==> config.mk <==
export PLATFORM = sky130hd
export DESIGN_NAME = ook_wake_decoder
export DESIGN_NICKNAME = d
export VERILOG_FILES = /design/src/rtl/ook_wake_pkg.sv /design/src/rtl/ook_pulse_meter.sv /design/src/rtl/ook_frame_fsm.sv /design/src/rtl/ook_wake_decoder.sv
export SDC_FILE = /design/constraint.sdc
export NUM_CORES = 1
export LEC_CHECK = 0
export ABC_AREA = 1
export BUFFER_PORTS_ARGS = -buffer_cell sky130_fd_sc_hd__buf_2
export CORE_ASPECT_RATIO = 1.1
export CORE_MARGIN = 3
export CORE_UTILIZATION = 40
export CTS_CLUSTER_DIAMETER = 120
export DETAILED_ROUTE_END_ITERATION = 12
export GPL_TIMING_DRIVEN = 0
export PLACE_DENSITY = 0.56
export SLEW_MARGIN = 20
export SYNTH_ARGS = -nofsm -noshare
export SYNTH_HDL_FRONTEND = slang
export SYNTH_SLANG_ARGS = --single-unit
==> constraint.sdc <==
create_clock -name clk -period 4.6 [get_ports clk]
set_input_delay 0.46 -clock clk [delete_from_list [all_inputs] [get_ports clk]]
set_output_delay 0.46 -clock clk [all_outputs]
set_load 0.02 [all_outputs]
==> src/rtl/ook_wake_pkg.sv <==
package ook_wake_pkg;

    // Frame parser states
    typedef enum logic [2:0] {
        ST_ARMED    = 3'd0,
        ST_PREAMBLE = 3'd1,
        ST_SELECT   = 3'd2,
        ST_ADDR     = 3'd3,
        ST_HOLD     = 3'd4
    } frame_st_e;

    // Class of one measured high pulse
    typedef enum logic [1:0] {
        SYM_ZERO = 2'd0,
        SYM_ONE  = 2'd1,
        SYM_BAD  = 2'd2
    } sym_cls_e;

endpackage

==> src/rtl/ook_pulse_meter.sv <==
module ook_pulse_meter
    import ook_wake_pkg::*;
#(
    parameter int T_CLKS = 10
) (
    input  logic     clk,
    input  logic     rst,
    input  logic     rx_in,
    output logic     pulse_vld,
    output sym_cls_e pulse_cls,
    output logic     gap_end,
    output logic     idle_seen
);

    localparam int ZERO_MIN = T_CLKS / 2;
    localparam int ONE_MIN  = (3 * T_CLKS) / 2;
    localparam int ONE_MAX  = 3 * T_CLKS;
    localparam int GAP_END  = 2 * T_CLKS + 1;
    localparam int IDLE_LEN = 5 * T_CLKS;
    localparam int RUN_MAX  = IDLE_LEN + 1;
    localparam int RUN_W    = $clog2(RUN_MAX + 1);

    typedef struct packed {
        logic             lvl;
        logic [RUN_W-1:0] run;
        logic             pulse_vld;
        sym_cls_e         cls;
        logic             gap_end;
        logic             idle;
    } meter_s;

    meter_s q, d;

    function automatic sym_cls_e classify(input logic [RUN_W-1:0] n);
        int len;
        len = int'(n);
        if (len >= ZERO_MIN && len < ONE_MIN) return SYM_ZERO;
        if (len >= ONE_MIN && len <= ONE_MAX) return SYM_ONE;
        return SYM_BAD;
    endfunction

    always_comb begin
        d           = q;
        d.pulse_vld = 1'b0;
        d.gap_end   = 1'b0;
        d.idle      = 1'b0;
        if (rx_in == q.lvl) begin
            if (q.run != RUN_W'(RUN_MAX)) begin
                d.run = q.run + 1'b1;
            end
        end else begin
            d.lvl = rx_in;
            d.run = RUN_W'(1);
            if (q.lvl) begin
                d.pulse_vld = 1'b1;
                d.cls       = classify(q.run);
            end
        end
        if (!rx_in && !q.lvl) begin
            if (d.run == RUN_W'(GAP_END)) d.gap_end = 1'b1;
            if (d.run == RUN_W'(IDLE_LEN)) d.idle = 1'b1;
        end
    end

    always_ff @(posedge clk) begin
        if (rst) begin
            q     <= '0;
            q.run <= RUN_W'(RUN_MAX);
        end else begin
            q <= d;
        end
    end

    assign pulse_vld = q.pulse_vld;
    assign pulse_cls = q.cls;
    assign gap_end   = q.gap_end;
    assign idle_seen = q.idle;

    // A pulse report follows a high sample and then a low sample
    p_pulse_edge_r1: assert property (@(posedge clk) disable iff (rst)
        pulse_vld |-> ($past(rx_in, 2) && !$past(rx_in)));

    // Frame-end marker only while the line is low
    p_gap_low_r6: assert property (@(posedge clk) disable iff (rst)
        gap_end |-> !$past(rx_in));

    // Idle marker only while the line is low, never together with frame end
    p_idle_low_r8: assert property (@(posedge clk) disable iff (rst)
        idle_seen |-> (!$past(rx_in) && !gap_end));

endmodule

==> src/rtl/ook_frame_fsm.sv <==
module ook_frame_fsm
    import ook_wake_pkg::*;
#(
    parameter int              PRE_LEN   = 8,
    parameter logic [PRE_LEN-1:0] PREAMBLE = 8'hA6,
    parameter int              SHORT_LEN = 16,
    parameter int              LONG_LEN  = 64
) (
    input  logic                        clk,
    input  logic                        rst,
    input  logic                        pulse_vld,
    input  sym_cls_e                    pulse_cls,
    input  logic                        gap_end,
    input  logic                        idle_seen,
    output logic                        sym_stb,
    output logic                        sym_bit,
    output logic [$clog2(LONG_LEN)-1:0] sym_idx,
    output logic                        eof_stb,
    output logic                        eof_ok,
    output logic                        eof_sel
);

    localparam int IDX_W = $clog2(LONG_LEN);
    localparam int CNT_W = IDX_W + 1;

    typedef struct packed {
        frame_st_e        st;
        logic [CNT_W-1:0] cnt;
        logic             sel;
        logic             sym_stb;
        logic             sym_bit;
        logic [IDX_W-1:0] sym_idx;
        logic             eof_stb;
        logic             eof_ok;
        logic             eof_sel;
    } fsm_s;

    fsm_s q, d;

    logic             pulse_one;
    logic             pulse_bad;
    logic             pre_bit;
    logic [CNT_W-1:0] pre_pos;
    logic [CNT_W-1:0] need;
    logic             fail;

    assign pulse_one = (pulse_cls == SYM_ONE);
    assign pulse_bad = (pulse_cls == SYM_BAD);
    assign need      = q.sel ? CNT_W'(LONG_LEN) : CNT_W'(SHORT_LEN);
    assign pre_pos   = (q.st == ST_PREAMBLE) ? q.cnt : '0;

    always_comb begin
        pre_bit = 1'b0;
        for (int i = 0; i < PRE_LEN; i++) begin
            if (pre_pos == CNT_W'(PRE_LEN - 1 - i)) pre_bit = PREAMBLE[i];
        end
    end

    always_comb begin
        d         = q;
        d.sym_stb = 1'b0;
        d.eof_stb = 1'b0;
        fail      = 1'b0;
        case (q.st)
            ST_ARMED, ST_PREAMBLE: begin
                if (pulse_vld) begin
                    if (pulse_bad || (pulse_one != pre_bit)) begin
                        fail = 1'b1;
                    end else if (pre_pos == CNT_W'(PRE_LEN - 1)) begin
                        d.st = ST_SELECT;
                    end else begin
                        d.st  = ST_PREAMBLE;
                        d.cnt = pre_pos + 1'b1;
                    end
                end else if (gap_end && (q.st == ST_PREAMBLE)) begin
                    fail = 1'b1;
                end
            end
            ST_SELECT: begin
                if (pulse_vld) begin
                    if (pulse_bad) begin
                        fail = 1'b1;
                    end else begin
                        d.sel = pulse_one;
                        d.st  = ST_ADDR;
                        d.cnt = '0;
                    end
                end else if (gap_end) begin
                    fail = 1'b1;
                end
            end
            ST_ADDR: begin
                if (pulse_vld) begin
                    if (pulse_bad || (q.cnt == need)) begin
                        fail = 1'b1;
                    end else begin
                        d.sym_stb = 1'b1;
                        d.sym_bit = pulse_one;
                        d.sym_idx = q.cnt[IDX_W-1:0];
                        d.cnt     = q.cnt + 1'b1;
                    end
                end else if (gap_end) begin
                    if (q.cnt == need) begin
                        d.eof_stb = 1'b1;
                        d.eof_ok  = 1'b1;
                        d.eof_sel = q.sel;
                        d.st      = ST_HOLD;
                    end else begin
                        fail = 1'b1;
                    end
                end
            end
            ST_HOLD: begin
                if (idle_seen) d.st = ST_ARMED;
            end
            default: d.st = ST_HOLD;
        endcase
        if (fail) begin
            d.st      = ST_HOLD;
            d.eof_stb = 1'b1;
            d.eof_ok  = 1'b0;
            d.eof_sel = q.sel;
        end
    end

    always_ff @(posedge clk) begin
        if (rst) q <= '0;
        else     q <= d;
    end

    assign sym_stb = q.sym_stb;
    assign sym_bit = q.sym_bit;
    assign sym_idx = q.sym_idx;
    assign eof_stb = q.eof_stb;
    assign eof_ok  = q.eof_ok;
    assign eof_sel = q.eof_sel;

    // Address strobes come only out of the address phase
    p_sym_only_addr_r5: assert property (@(posedge clk) disable iff (rst)
        q.sym_stb |-> ($past(q.st) == ST_ADDR));

    // Index stays below the length the selector asked for
    p_idx_bound_r4: assert property (@(posedge clk) disable iff (rst)
        q.sym_stb |-> (int'(q.sym_idx) < (q.sel ? LONG_LEN : SHORT_LEN)));

    // A good verdict is only given after a frame-end gap
    p_ok_after_gap_r6: assert property (@(posedge clk) disable iff (rst)
        (q.eof_stb && q.eof_ok) |-> $past(gap_end));

    // Every report has a pulse or a gap as its cause
    p_eof_cause_r7: assert property (@(posedge clk) disable iff (rst)
        q.eof_stb |-> $past(pulse_vld || gap_end));

    // While holding, nothing comes out
    p_hold_quiet_r8: assert property (@(posedge clk) disable iff (rst)
        (q.st == ST_HOLD) |=> (!q.sym_stb && !q.eof_stb));

    // Strobes never overlap
    p_excl_strobes_r9: assert property (@(posedge clk) disable iff (rst)
        !(q.sym_stb && q.eof_stb));

    // Reset leaves both strobes low
    p_reset_quiet_r10: assert property (@(posedge clk)
        $past(rst) |-> (!q.sym_stb && !q.eof_stb));

endmodule

==> src/rtl/ook_wake_decoder.sv <==
module ook_wake_decoder
    import ook_wake_pkg::*;
#(
    parameter int                 T_CLKS    = 10,
    parameter int                 PRE_LEN   = 8,
    parameter logic [PRE_LEN-1:0] PREAMBLE  = 8'hA6,
    parameter int                 SHORT_LEN = 16,
    parameter int                 LONG_LEN  = 64
) (
    input  logic                        clk,
    input  logic                        rst,
    input  logic                        rx_in,
    output logic                        sym_stb,
    output logic                        sym_bit,
    output logic [$clog2(LONG_LEN)-1:0] sym_idx,
    output logic                        eof_stb,
    output logic                        eof_ok,
    output logic                        eof_sel
);

    logic     pulse_vld;
    sym_cls_e pulse_cls;
    logic     gap_end;
    logic     idle_seen;

    ook_pulse_meter #(
        .T_CLKS (T_CLKS)
    ) u_meter (
        .clk       (clk),
        .rst       (rst),
        .rx_in     (rx_in),
        .pulse_vld (pulse_vld),
        .pulse_cls (pulse_cls),
        .gap_end   (gap_end),
        .idle_seen (idle_seen)
    );

    ook_frame_fsm #(
        .PRE_LEN   (PRE_LEN),
        .PREAMBLE  (PREAMBLE),
        .SHORT_LEN (SHORT_LEN),
        .LONG_LEN  (LONG_LEN)
    ) u_fsm (
        .clk       (clk),
        .rst       (rst),
        .pulse_vld (pulse_vld),
        .pulse_cls (pulse_cls),
        .gap_end   (gap_end),
        .idle_seen (idle_seen),
        .sym_stb   (sym_stb),
        .sym_bit   (sym_bit),
        .sym_idx   (sym_idx),
        .eof_stb   (eof_stb),
        .eof_ok    (eof_ok),
        .eof_sel   (eof_sel)
    );

endmodule

==> qor.txt, run 1 <==
Syn Nets -> 304
RSZ-0062 raised after global routing -> no
First-pass GRT wire length -> 7.548 mm
Synth top area cells -> dfxtp_1, nand2_1, nor2_1
PD cells -> 321.4 nW/um2
Placed insts -> 361
Cts bufs inserted -> 5
Ant diodes -> 0
Initial Util -> 0.4316
IO buf count -> 13
Pwr Total -> 693.7 uW
Filler instances -> 479
Maximum clock path buffer count -> 2
Cts repair resizes -> 0
CTS root buf -> clkbuf_8
Register area share after synthesis -> 0.3526
Seq pwr share -> 0.474
Layout cell share with drive strength beyond 1 -> 0.1365
Hold Slack -> 375.8 ps
Row cnt -> 25
Fmax -> 0.4905 GHz
Core area -> 4473 um2
Max_slew headroom -> 0.6743
Clock Power Share -> 0.342
Routed wire per std cell -> 11.66 um
Drt pass-1 iters -> 4
Worst Path Max Fanout -> 6
Vias post-DR -> 1780
Kind of critical path -> reg -> reg
Number of max-slew violations in the final report -> 0
GPL Wtd Cong -> 0.8965
Commonest cells post-synth -> nand2_1, nor2_1, inv_1, dfxtp_1, a21oi_1
Chip Width -> 72.24 um
Cts hold-fix bufs -> 0
Area Growth Syn to Fin -> 11.80%
Final #Nets -> 324
Startpoint Class -> flop
CTS tree -> built
Worst Hold Class -> in -> reg
Synth unique cells -> 30
Leak pwr -> 0.001052 uW
Crit path DAT -> 2260 ps
Boundary pin count -> 14
Post-Syn Area per Cell -> 6.567 um2
Leading area contributor after synthesis -> dfxtp_1
Most numerous cell in the Yosys netlist -> nand2_1
Period utilization -> 0.4432
Status -> completed
Residual DRC -> 0
Post-route insts no fill -> 369
DP HPWL -> 3.314 mm
Post-synthesis cell area -> 1931 um2
Die Height -> 78.87 um
Critical path endpoint category -> flop
Worst skew pair latency -> 290 ps
Starting DRC count in detailed routing -> 94
Setup TNS Final -> 0 ps
Final WL -> 4.302 mm
Fin. Hold Viols -> 0
Ys Warns -> 0
# clock sinks -> 34
Largest net degree at the start of global routing -> 12
Post-synthesis register bit count -> 34
Final setup viols -> 0
Max-capacitance violation count -> 0
Postcts setup bufs -> 0
EDFF count, synth -> 0
Slew @ Worst Pin -> 488.5 ps
Post-layout min period -> 2039 ps
Gr usage total -> 0.1662
Int Pwr -> 476.4 uW
Via density -> 4.824
Sw Ratio -> 0.3133
Worst VDD drop -> 0.0001549 V
Clock Skew -> 7.382 ps
Clock transition at path regs -> 80 ps
Gate power share -> 0.184
Global route overflow -> 0
H-tree Lvls -> 2
Die ar. -> 5697 um2
Psw -> 217.3 uW
Post-DRT Antenna Nets -> 0
Vias in the first global route -> 1640
CP required -> 4830 ps
Synthesized instance count -> 294
Fraction of registers with async set or reset after synthesis -> 0
Yosys top cell area share -> 0.3526
Ys flop type -> dfxtp_1
Antenna violations before repair -> 0
==> through the flow <==
step                        util  setup slack, ps  cell area (um2)
final                     0.4825             2561             2158
after global routing      0.4825             2349             2158
after global placement    0.4613             2552             2063
after CTS                 0.4825             2561             2158
after floorplan                -             2922             1931
after detailed placement  0.4613             2598             2063
==> cells by family after synthesis <==
logic type                 count (synthesis)  synth area share
DFF                                       34            0.3526
adders and majority gates                  7           0.04536
xor gates and xnor gates                   5           0.02269
and+or+nand+nor                          155            0.3487
AOI/OAI and AO/OA                         40            0.1102
buffers and inverters                     53            0.1205
==> state kept, by name (all words and copies together), names as in the netlist <==
register           flops
u_meter.gap_end        1
u_fsm.sym_idx          6
u_meter.q              7
u_fsm.eof_sel          1
u_fsm.q               11
u_fsm.sym_stb          1
u_meter.pulse_vld      1
u_meter.idle_seen      1
u_fsm.eof_ok           1
u_meter.pulse_cls      2
u_fsm.sym_bit          1
u_fsm.eof_stb          1
==> power by group through the flow <==
stage          Combinational [uW]  Clock, uW  Sequential [uW]
6_report                      128        237              329
5_1_grt                       148        260              332
4_1_cts                       128        244              329
3_5_place_dp                  128          0              335
3_3_place_gp                  126          0              336
2_1_floorplan                 102          0              331
==> layout make-up <==
class                      count  area [um2]  area share
timing repair buffer          13       65.06     0.03014
buffer                        11       75.07     0.03478
clock inverter                 2       12.51    0.005797
multi-input combinational    207        1017      0.4713
inverter                      42       157.7     0.07304
clock buffer                   6       82.58     0.03826
sequential                    34       680.7      0.3154
tap                           54       67.56     0.03130
==> layer usage <==
metal / track usage / routed length (um)
met5: 0 / 0
met4: 0.05639 / 63
met3: 0.03418 / 142
met2: 0.2605 / 1892
met1: 0.2248 / 2204
==> worst max-delay path: stages (launching register included) <==
cell	delay, ps
dfxtp_1	440
nand3_1	210
nand2_1	180
inv_1	130
nor2_1	160
ha_1	230
inv_1	80
nor2_1	130
xnor2_1	140
nand4_1	120
a21oi_1	150
==> placed cells by master, fill, tap and decap left out, drive strengths merged, types with 3 or more instances in the layout <==
cell type / count
clkbuf: 8
or2: 3
ha: 7
dfxtp: 34
nand2: 72
inv: 42
nor3: 4
o21ai: 12
nand3: 22
buf: 22
a21oi: 23
nor2: 44
xnor2: 3
nand4: 7
==> path summary, 6_finish.rpt <==
kind | slack [ps] | startpoint | cells after the start | end
worst max-delay path | 2560 | u_fsm.q[20] | 10 | u_fsm.q[16]
worst min-delay path | 380 | rst | 2 | u_meter.q[7]
worst max register to register | 2560 | u_fsm.q[20] | 10 | u_fsm.q[16]
worst min register to register | 440 | u_fsm.eof_ok | 2 | u_fsm.eof_ok
(Power assumes the default switching activity.)
==> run 2, diff against run 1 <==
ABC_AREA = 0   (was 1)
PLACE_DENSITY = 0.58   (was 0.56)
clock period = 1.8 ns   (was 4.6 ns; I/O delays follow)
==> run 2 against run 1 <==
Against the previous run:
- the run now ends with setup timing left
- via count up 3.9%
- fmax up 0.35%
- register-to-register slack worse by 2800 ps
- critical path depth down 2
- clock skew down 3.1 ps
- largest cell class unchanged
==> qor.txt, run 2 <==
Status -> finished with violations
Failing checks -> setup timing
GPL Wtd Cong -> 0.8465 (-5.6%)
Area Growth Syn to Fin -> 29.79%
Post-DRT Antenna Nets -> 0 (unchanged)
Setup TNS Final -> -2199 ps (-2199 ps)
Largest net degree at the start of global routing -> 13 (+1)
CP delay by family, top -> compound AO/OA/AOI/OAI gates
Hold path depth -> 3 (+1)
CTS root buf -> clkbuf_8
Commonest cells post-synth -> dfxtp_1, nor2_1, a21oi_1, mux2i_1, nand2_1
Hold Slack -> 136.4 ps (-239.4 ps)
H-tree Lvls -> 2 (unchanged)
Clock Power Share -> 0.413 (+0.071)
Seq pwr share -> 0.459 (-0.015)
R2R Setup Slk -> -230 ps (-2790 ps)
Final WL -> 5.046 mm (+17%)
Synthesized instance count -> 244 (-17%)
Crit-path cells -> and2b_1 -> xnor2_2 -> a211o_1 -> a211oi_4 -> and2_4 -> buf_6 -> o21ai_1 -> a32o_1
Chip Width -> 73.83 um (+2.2%)
Leak pwr -> 0.001007 uW (-4.3%)
Int Pwr -> 1272 uW (+170%)
Post-route insts no fill -> 332 (-10%)
Maximum clock path buffer count -> 2 (unchanged)
Max_slew headroom -> 0.5680 (-0.1063)
Cts hold-fix bufs -> 0 (unchanged)
Drt pass-1 iters -> 4 (unchanged)
Worst hold path endpoint -> u_meter.q[11]
Register area share after synthesis -> 0.3362 (-0.01634)
Max-capacitance violation count -> 0 (unchanged)
First-pass GRT wire length -> 8.266 mm (+9.5%)
Vias post-DR -> 1849 (+3.9%)
M1 WL -> 2.431 mm (+10%)
EDFF count, synth -> 0 (unchanged)
Via density -> 5.569 (+15%)
Ant diodes -> 0 (unchanged)
Period utilization -> 1.129 (+0.6855)
Number of max-slew violations in the final report -> 0 (unchanged)
Highest routed layer -> met4
Final setup viols -> 13 (+13)
Met3 wire length -> 138 um (-2.8%)
Sw Ratio -> 0.2737 (-0.03964)
Clock transition at path regs -> 80 ps (about the same)
Commonest non-fill, non-tap cell in the layout -> nor2_1
RSZ-0062 raised after global routing -> yes
Antenna violations before repair -> 0 (unchanged)
Worst skew pair latency -> 290 ps (about the same)
Boundary pin count -> 14 (unchanged)
Max FFs per register -> 11 (unchanged)
Post-synthesis simple-gate area fraction -> 0.2862 (-0.06252)
Die ar. -> 5952 um2 (+4.5%)
CP required -> 1980 ps (-2850 ps)
Worst r2r path cells -> 8 (-2)
R2R Path End -> u_fsm.q[16]
Yosys top cell area share -> 0.3362 (-0.01634)
Core area -> 4750 um2 (+6.2%)
Startpoint Class -> flop
RR Startpoint -> u_fsm.q[13]
Fmax -> 0.4922 GHz (+0.35%)
Slew @ Worst Pin -> 647.9 ps (+159.5 ps)
Global route overflow -> 0 (unchanged)
Placed insts -> 312 (-14%)
Critical path endpoint category -> flop
Row cnt -> 26 (+4.0%)
IO buf count -> 12 (-1)
Fin. Hold Viols -> 0 (unchanged)
Crit path DAT -> 2220 ps (-40 ps)
CTS tree -> built
Ys flop type -> dfxtp_1
Gr usage total -> 0.1771 (+0.01095)
# clock sinks -> 34 (unchanged)
Most frequent cells in the layout -> nor2_1, dfxtp_1, buf_4
Final #Nets -> 285 (-12%)
Met2 WL -> 2.390 mm (+26%)
Complex-gate fraction of the synthesized area -> 0.1619 (+0.05175)
Top reg by flops -> u_fsm.q
Synth unique cells -> 52 (+73%)
Post-synthesis cell area -> 2024 um2 (+4.9%)
Routed wire per std cell -> 15.20 um (+30%)
Starting DRC count in detailed routing -> 125 (+33%)
Fraction of registers with async set or reset after synthesis -> 0 (unchanged)
Vias in the first global route -> 1719 (+4.8%)
Mux cell area share after synthesis -> 0.06428 (+0.06428)
Post-Synth XOR/XNOR Area -> 0.03832 (+0.01564)
Gate power share -> 0.128 (-0.056)
Final setup margin -> -231.7 ps (-2793 ps)
Synth top area cells -> dfxtp_1, mux2i_1, nor2_1
Share of the core filled with cells -> 0.5532 (+0.07070)
Leading area contributor after synthesis -> dfxtp_1
Worst VDD drop -> 0.0005274 V (+240%)
Post-Syn Area per Cell -> 8.297 um2 (+26%)
Largest family of logic cells by synthesized area -> simple AND/OR/NAND/NOR gates
Synth Area in Adders -> 0.04326 (-0.002103)
Initial Util -> 0.4262 (-0.005370)
Layout cell share with drive strength beyond 1 -> 0.3551 (+0.2186)
CP Buf/Inv Count -> 1 (-1)
Die Height -> 80.62 um (+2.2%)
Clock Skew -> 4.294 ps (-3.088 ps)
Crit path max-delay cell type -> dfxtp_4
Psw -> 479.3 uW (+120%)
DP HPWL -> 3.310 mm (-0.12%)
Ys Warns -> 0 (unchanged)
Kind of critical path -> reg -> reg
Syn Nets -> 254 (-16%)
Crit path largest cell delay -> 370 ps (-70 ps)
Hold wc startpoint -> rx_in
Residual DRC -> 0 (unchanged)
PD cells -> 666.6 nW/um2 (+110%)
Post-synthesis register bit count -> 34 (unchanged)
Worst Hold Class -> in -> reg
Worst Path Max Fanout -> 5 (-1)
Post-layout min period -> 2032 ps (-7.105 ps)
Most numerous cell in the Yosys netlist -> dfxtp_1
Cts bufs inserted -> 5 (unchanged)
[run 2: cell types whose count changed in the layout (fill, tap and decap cells not counted), sizes merged, moves of 4 or more]
cell | previous run | this run
inv | 42 | 10
and3 | 0 | 6
nand3 | 22 | 11
nand2b | 0 | 7
a21oi | 23 | 14
nor3 | 4 | 9
nand2 | 72 | 12
nor2 | 44 | 33
nor2b | 0 | 6
mux2i | 0 | 13
a21o | 0 | 4
buf | 22 | 38
[run 2: layer usage]
metal	GRT usage	up-vias
met3	0.03379	10
met1	0.2336	894
met4	0.05616	0
li1	-	915
met5	0	-
met2	0.2872	30
[run 2: area by class of cell]
| class | count | area [um2] |
|---|---|---|
| Buffer | 16 | 106.4 |
| Clock buffer | 5 | 68.82 |
| Clock inverter | 3 | 45.04 |
| Fill cell | 427 | 2122 |
| Inverter | 10 | 42.54 |
| Multi-Input combinational cell | 180 | 1408 |
| Sequential cell | 34 | 703.2 |
| Tap cell | 56 | 70.07 |
| Timing Repair Buffer | 28 | 183.9 |
[run 2: repair_timing]
item | CTS | global route
gates cloned | 1 | 0
gates resized for setup | 31 | 35
buffers inserted | 7 | 8
pin swaps | 8 | 20
endpoints found under the setup margin | 22 | 23
[run 2: worst max path at each step]
stage | depth (start not counted) | end | slack [ps] | from
after global routing | 8 | u_fsm.q[12] | -340 | u_fsm.q[13]
after CTS | 6 | u_fsm.q[19] | -250 | u_fsm.q[13]
after detailed placement | 8 | u_fsm.q[16] | -350 | u_fsm.q[16]
final | 8 | u_fsm.q[16] | -230 | u_fsm.q[13]
after floorplan | 8 | u_fsm.q[15] | -100 | u_fsm.q[13]
after global placement | 8 | u_fsm.q[16] | -340 | u_fsm.q[16]
[run 2: cell families after synthesis]
kind of cell    count (synthesis)
simple gates                  107
compound gates                 45
flops                          34
buf+inv                        30
mux                            13
xor+xnor                        8
fa+ha+maj                       7
[run 2: worst reg2reg max path, stage by stage, from the launching register on]
cell	delay, ps
dfxtp_4	370
and2b_1	200
xnor2_2	150
a211o_1	310
a211oi_4	320
and2_4	210
buf_6	110
o21ai_1	60
a32o_1	200
[run 2: stage by stage]
step                      worst slack, ps  instance area, um2  total power [uW]
after detailed placement           -352.0                2170              1023
final                              -231.7                2628              1752
after floorplan                    -95.63                2039             973.6
after global placement             -337.6                2170              1024
after CTS                          -251.0                2442              1752
after global routing               -340.9                2628              1836
[run 2: power groups by stage]
| stage | sequential (uW) | clock (uW) | combinational (uW) |
|---|---|---|---|
| after floorplan | 808 | 0 | 165 |
| after global placement | 813 | 0 | 211 |
| after detailed placement | 813 | 0 | 210 |
| after CTS | 798 | 738 | 216 |
| after global routing | 808 | 775 | 254 |
| final | 803 | 724 | 224 |
